==> src/rtl/split_flag_status_pkg.sv <==
// Package: bit positions and masks of the merged status word.
// Assumes a 32-bit status word with the flag fields at fixed positions.
package split_flag_status_pkg;
    localparam int WORD_W    = 32;
    localparam int NZ_W      = 2;
    localparam int GE_W      = 4;
    localparam int FPF_W     = 4;
    localparam int NZ_LO     = 30;
    localparam int C_POS     = 29;
    localparam int V_POS     = 28;
    localparam int GE_LO     = 16;
    localparam int NZ_HI     = NZ_LO + NZ_W - 1;
    localparam int GE_HI     = GE_LO + GE_W - 1;
    localparam logic [WORD_W-1:0] FLAG_MASK = 32'hF00F0000;
    localparam logic [WORD_W-1:0] READ_MASK = 32'hF8FF03DF;
endpackage

==> src/rtl/flag_field.sv <==
// Module: one flag group register with three prioritised write sources.
// Priority: own group port, then alternate source, then full-word split.
// Assumes synchronous active-low reset to zero.
module flag_field #(
    parameter int W = 1
) (
    input  logic         clk,
    input  logic         rst_n,
    input  logic         grp_we,
    input  logic [W-1:0] grp_d,
    input  logic         alt_we,
    input  logic [W-1:0] alt_d,
    input  logic         word_we,
    input  logic [W-1:0] word_d,
    output logic [W-1:0] q
);
    // Select the value this group takes at the next edge.
    logic [W-1:0] nxt;
    always_comb begin
        if (grp_we)       nxt = grp_d;
        else if (alt_we)  nxt = alt_d;
        else if (word_we) nxt = word_d;
        else              nxt = q;
    end

    // Hold the group value; clear on reset.
    always_ff @(posedge clk) begin
        if (!rst_n) q <= '0;
        else        q <= nxt;
    end
endmodule

==> src/rtl/status_merge.sv <==
// Module: overlays the flag groups on the base register (combinational).
// Assumes the base register already holds zeros under the flag mask.
module status_merge
    import split_flag_status_pkg::*;
(
    input  logic [WORD_W-1:0] base,
    input  logic [NZ_W-1:0]   nz,
    input  logic              c,
    input  logic              v,
    input  logic [GE_W-1:0]   ge,
    output logic [WORD_W-1:0] merged,
    output logic [WORD_W-1:0] masked
);
    // Place each group at its field and filter for the read instruction.
    always_comb begin
        merged                = base & ~FLAG_MASK;
        merged[NZ_HI:NZ_LO]   = nz;
        merged[C_POS]         = c;
        merged[V_POS]         = v;
        merged[GE_HI:GE_LO]   = ge;
        masked                = merged & READ_MASK;
    end
endmodule

==> src/rtl/split_flag_status.sv <==
// Module: status register with separately writable NZ, C, V and GE groups.
// Assumes single-cycle writes; no privilege or mode-change checking.
module split_flag_status
    import split_flag_status_pkg::*;
#(
    parameter logic [31:0] BASE_RESET = 32'h000001D3
) (
    input  logic        clk,
    input  logic        rst_n,
    input  logic        nz_we,
    input  logic [1:0]  nz_wdata,
    input  logic        c_we,
    input  logic        c_wdata,
    input  logic        v_we,
    input  logic        v_wdata,
    input  logic        ge_we,
    input  logic [3:0]  ge_wdata,
    input  logic        fpx_we,
    input  logic [3:0]  fp_flags,
    input  logic        word_we,
    input  logic [31:0] word_wdata,
    output logic [31:0] status_word,
    output logic [31:0] masked_word
);
    logic [WORD_W-1:0] base_q;
    logic [NZ_W-1:0]   nz_q;
    logic              c_q;
    logic              v_q;
    logic [GE_W-1:0]   ge_q;

    // Hold the non-flag bits; only a full write changes them.
    always_ff @(posedge clk) begin
        if (!rst_n)       base_q <= BASE_RESET & ~FLAG_MASK;
        else if (word_we) base_q <= word_wdata & ~FLAG_MASK;
    end

    flag_field #(.W(NZ_W)) u_nz (
        .clk, .rst_n,
        .grp_we(nz_we), .grp_d(nz_wdata),
        .alt_we(fpx_we), .alt_d(fp_flags[FPF_W-1:FPF_W-2]),
        .word_we, .word_d(word_wdata[NZ_HI:NZ_LO]),
        .q(nz_q)
    );

    flag_field #(.W(1)) u_c (
        .clk, .rst_n,
        .grp_we(c_we), .grp_d(c_wdata),
        .alt_we(fpx_we), .alt_d(fp_flags[1]),
        .word_we, .word_d(word_wdata[C_POS]),
        .q(c_q)
    );

    flag_field #(.W(1)) u_v (
        .clk, .rst_n,
        .grp_we(v_we), .grp_d(v_wdata),
        .alt_we(fpx_we), .alt_d(fp_flags[0]),
        .word_we, .word_d(word_wdata[V_POS]),
        .q(v_q)
    );

    flag_field #(.W(GE_W)) u_ge (
        .clk, .rst_n,
        .grp_we(ge_we), .grp_d(ge_wdata),
        .alt_we(1'b0), .alt_d('0),
        .word_we, .word_d(word_wdata[GE_HI:GE_LO]),
        .q(ge_q)
    );

    status_merge u_merge (
        .base(base_q), .nz(nz_q), .c(c_q), .v(v_q), .ge(ge_q),
        .merged(status_word), .masked(masked_word)
    );
endmodule

==> config.mk <==
export PLATFORM = sky130hd
export DESIGN_NAME = split_flag_status
export DESIGN_NICKNAME = d
export VERILOG_FILES = /design/src/rtl/split_flag_status_pkg.sv /design/src/rtl/flag_field.sv /design/src/rtl/status_merge.sv /design/src/rtl/split_flag_status.sv
export SDC_FILE = /design/constraint.sdc
export NUM_CORES = 1
export LEC_CHECK = 0
export BUFFER_PORTS_ARGS = -buffer_cell sky130_fd_sc_hd__buf_4
export CAP_MARGIN = 20
export CORE_MARGIN = 2
export CORE_UTILIZATION = 35
export CTS_BUF_LIST = sky130_fd_sc_hd__clkbuf_8
export CTS_CLUSTER_SIZE = 20
export DETAILED_ROUTE_END_ITERATION = 6
export PLACE_DENSITY = 0.67
export SYNTH_ARGS = -nofsm -noshare
export SYNTH_HDL_FRONTEND = slang
export SYNTH_HIERARCHICAL = 1
export SYNTH_SLANG_ARGS = --single-unit
==> constraint.sdc <==
create_clock -name clk -period 1.2 [get_ports clk]
set_input_delay 0.06 -clock clk [delete_from_list [all_inputs] [get_ports clk]]
set_output_delay 0.06 -clock clk [all_outputs]
set_load 0.1 [all_outputs]
* Yosys cells after proc, flatten, opt, wreduce, memory -nomap -nowiden *
Index checks and enable logic that the tools add are counted.

word-level totals
  flip-flop bits (word level) = 32
  latch bits = 0
  memory bits (writable) = 0
  ROM bits = 0
  output and inout bits = 64
  word-level logic and storage cells = 20
  memories kept = 0

operators by class
  add/subtract/negate cells = 0
  multiply operators = 0
  divide/modulo/power cells = 0
  order comparisons = 0
  equal/unequal tests = 0
  shift-type cells = 0
  muxes and demuxes = 11
  bitwise gates (word level) = 0
  reduce and logical (&&, ||, !) cells = 4

operators with widths
  operator            count
  nonzero test 3 bit  3
  2-to-1 mux 4 bit    2
  2-to-1 mux 1 bit    6
  2-to-1 mux 2 bit    3
  nonzero test 2 bit  1

* Longest topological paths before layout *
  depth in word-level cells = 3
  mapped depth = 4
  gate-level depth less buffers = 3

* Modules after synthesis *
The synthesis kept the hierarchy.

by module, submodules not included
  module                instances  cells each  area each (µm²)
  split_flag_status     1          78          918.4
  status_merge          1          65          484.2
  flag_field (u_ge)     1          27          245.2
  flag_field (u_c ...)  2          6           65.1
  flag_field (u_nz)     1          13          127.6

* Worst setup path before layout *
No wires, ideal clock.

  path kind = in2reg
  from = input ge_we
  to = register u_ge.q[1]
  library setup time = 0.123 ns
  arrival time = 0.699 ns
  setup slack = 0.378 ns
  cell stages on the path = 4
  path buffers = 1
  cell sequence = or3_1 > buf_6 > o2111ai_1 > o21ai_1

between the ends
  cells in the longest elaborated chain, start to end = 1
  elaborated cells on any way between the ends = 2

RTL lines
  item                                                           RTL line                 source
  start, declared                                                split_flag_status.sv:16  input logic ge_we,
  2-to-1 mux 4 bit / nonzero test 2 bit (equally long branches)  --
  end signal, assigned                                           flag_field.sv:29         else q <= nxt;
  end, declared                                                  flag_field.sv:15         output logic [W-1:0] q

Several ways; a longest one is shown, not always the timed one.
A chain may end at the register's enable or synchronous reset.

* Worst setup path after layout *
  from = register base_q[27]
  to = output status_word[27]

RTL lines
  item                    RTL line                 source
  start, declared         split_flag_status.sv:25  logic [WORD_W-1:0] base_q;
  start signal, assigned  split_flag_status.sv:33  if (!rst_n) base_q <= BASE_RESET & ~FLAG_MASK;
  start signal, assigned  split_flag_status.sv:34  else if (word_we) base_q <= word_wdata & ~FLAG_MASK;
  end, declared           split_flag_status.sv:22  output logic [31:0] status_word,

No word-level cell between the ends.

==> results.tsv <==
stage	metric	value	unit
floorplanning	die-area	0.00605	mm2
power_and_ir_drop	vdd_drop_max	0.000468	V
status	status	complete, no violations	
yosys	synth_mux_area_share	17.2	%
yosys	syn_area_per_cell	9.77	um2
layout	layout_common_cells	106 x buf_4, 32 x dfxtp_1, 26 x mux2i_1, 19 x conb_1, 18 x nor2b_1	
floorplanning	core.rowCount	26	
sta	fmax	0.987	GHz
setup_path	cp.required	1140	ps
cts	ctsHoldBuffers	5	
cts	path_clk_slew	60	ps
layout	diodes	0	
placed_design	place_ws	174	ps
routing	wl_per_cell	11.1	um
floorplanning	boundaryPins	116	
setup_path	worstReg2RegStart	u_c/q	
setup_path	start_kind	flip-flop	
sta	finClkSkew	0	ps
setup_path	timing.rr.end	u_c/q	
placed_design	dp_hpwl	2820	um
grt	grt_pass1_vias	1233	
setup_path	cp_num_cells	1	
setup_path	cp_slowest_cell	dfxtp_1	
routing	wl	3670	um
sta	finalCritPeriodShare	84.5	%
layout	syn_to_final_growth	28.4	%
job	max-cap-violations	0	
layout	final_common_cell	buf_4	
cts	clkSinkCount	32	
power_and_ir_drop	power	0.00348	W
layout	n_fill_cell	512	
placed_design	dp_cells	318	
setup_path	cpPeakStageDelay	370	ps
yosys	synth_top_area_share	33.6	%
sta	rsz0062_at_grt	false	
sta	fin_tns_setup	0	ps
placed_design	numPortBuffers	105	
yosys	synthSimpleGateAreaFrac	13.7	%
yosys	synth_compound_area_share	5.98	%
yosys	syn_area	0.00191	mm2
layout	drive_gt1_share	47.3	%
floorplanning	core_area	0.00517	mm2
cts	cts_root_buf	clkbuf_8	
floorplanning	die_y	77.8	um
cts	cts-buffers-inserted	5	
grt	gr-total-overflow	0	
grt	antenna_found_initial	0	
floorplanning	die_x	77.8	um
sta	whs	11.0	ps
yosys	synth_seq_cells	32	
setup_path	cp-endpoint	status_word[27]	
routing	firstDrtPassIters	2	
grt	grt_max_degree	24	
cts	ctsLongestPathBuffers	2	
yosys	synth_area_leaders	dfxtp_1 34%, buf_4 25%, mux2i_1 14%	
cts	cts_resized	0	
cts	htree_levels	2	
worst_hold_path	hold_path.class	in -> reg	
yosys	synth_adder_area_share	0	%
yosys	syn_inst	195	
cts	tritoncts	built	
setup_path	critical_path_class	reg -> out	
routing	drt_iter0_drc	24	
setup_path	worstPathArrival	950	ps
layout	seq_area	641	um2
yosys	synth_top_area_cell	dfxtp_1	
setup_path	crit_chain	buf_4	
sta	slew_violations	0	
sta	finalCriticalPeriod	1010	ps
setup_path	critPathCaptureType	primary output	
cts	clock_latency	280	ps
placed_design	gp_congestion	0.679	
setup_path	cp_top_family	flip-flops	
power_and_ir_drop	power_density	1420	mW/mm2
cts	post_cts_buffers	0	
setup_path	r2r_slack	510	ps
sta	hold_viol_final	0	
routing	ant_nets	0	
setup_path	reg2reg_depth	2	
setup_path	critPathLaunch	base_q[27]	
layout	stdcell_count	330	
floorplanning	start_util	36.8	%
power_and_ir_drop	p_leak	1.21	nW
routing	drc	0	
yosys	yosys.area_share.xor_xnor	0	%
sta	fin_ws	187	ps
grt	grt_usage	11.8	%
routing	vias	1369	
setup_path	worstPathMaxFanout	3	
yosys	synth-seq-area-share	33.6	%
layout	nNetsFinal	312	
sta	setup_violations	0	
yosys	yosys_warnings	6	
yosys	synth_top_family_by_area	buffers and inverters	
routing	vias_per_cell	4.15	
setup_path	critPathBufInv	1	
layout	multiInputGateArea	774	um2
grt	grt_pass1_wl	5650	um
yosys	yosysUniqueCellTypes	22	
==> area by class of cell <==
class | count | area share [%]
tap | 70 | 3.58
clock inverter | 2 | 0.358
clock buffer | 5 | 2.81
sequential | 32 | 26.2
timing repair buffer | 112 | 35.4
multi-input combinational | 109 | 31.7
==> cells in the mapped netlist, drive strengths merged <==
cell type  instances
clkbuf             2
nand2b             3
conb               2
nor2b             18
o211ai             2
buf               69
or3b               2
or3                2
nand3              2
mux2               6
o21ai              6
nand4b             2
nand2             12
dfxtp             32
mux2i             26
o2111ai            6
or2b               3
==> worst min-delay path, cell delays in order <==
cell and delay (ps):
buf_4 80, mux2i_1 60, nand2_1 60
==> state kept, by name (all words and copies together) (netlist names) <==
name	cells
base_q	24
u_c/q	1
u_ge/q	4
u_nz/q	2
u_v/q	1
==> per-layer routing <==
| metal | GRT usage (%) | vias to the layer above | wire, um |
|---|---|---|---|
| met1 | 13.4 | 598 | 1440 |
| met2 | 19.7 | 64 | 1820 |
| met5 | 0 | - | 0 |
| met3 | 3.02 | 11 | 310 |
| li1 | - | 696 | - |
| met4 | 7.50 | 0 | 108 |
==> kinds of logic after synthesis <==
kind of cell	after synthesis
muxes	32
and+or+nand+nor	44
AOI/OAI and AO/OA	14
other	2
buffers and inverters	71
DFF	32
==> power breakdown <==
group / leakage (nW) / switching [W] / internal (W)
clock network: 0.0452 / 0.000363 / 0.000385
registers: 0.265 / 0.0000484 / 0.00113
logic: 0.899 / 0.00118 / 0.000371
total: 1.21 / 0.00159 / 0.00189
==> worst min path at each step <==
| stage | from | to | slack [ps] | depth (start not counted) |
|---|---|---|---|---|
| 6_report | word_wdata[6] | base_q[6] | 10 | 3 |
| 5_1_grt | word_wdata[6] | base_q[6] | 10 | 3 |
| 4_1_cts | word_wdata[6] | base_q[6] | 5 | 3 |
| 3_5_place_dp | word_wdata[4] | base_q[4] | 280 | 3 |
| 3_3_place_gp | word_wdata[4] | base_q[4] | 280 | 3 |
| 2_1_floorplan | rst_n | base_q[25] | 190 | 1 |
==> through the flow <==
step           utilization, %  area [um2]
2_1_floorplan               -        1970
3_3_place_gp             44.8        2320
3_5_place_dp             44.8        2320
4_1_cts                  47.3        2450
5_1_grt                  47.3        2450
6_report                 47.3        2450
Power figures use the tool's default switching activity.
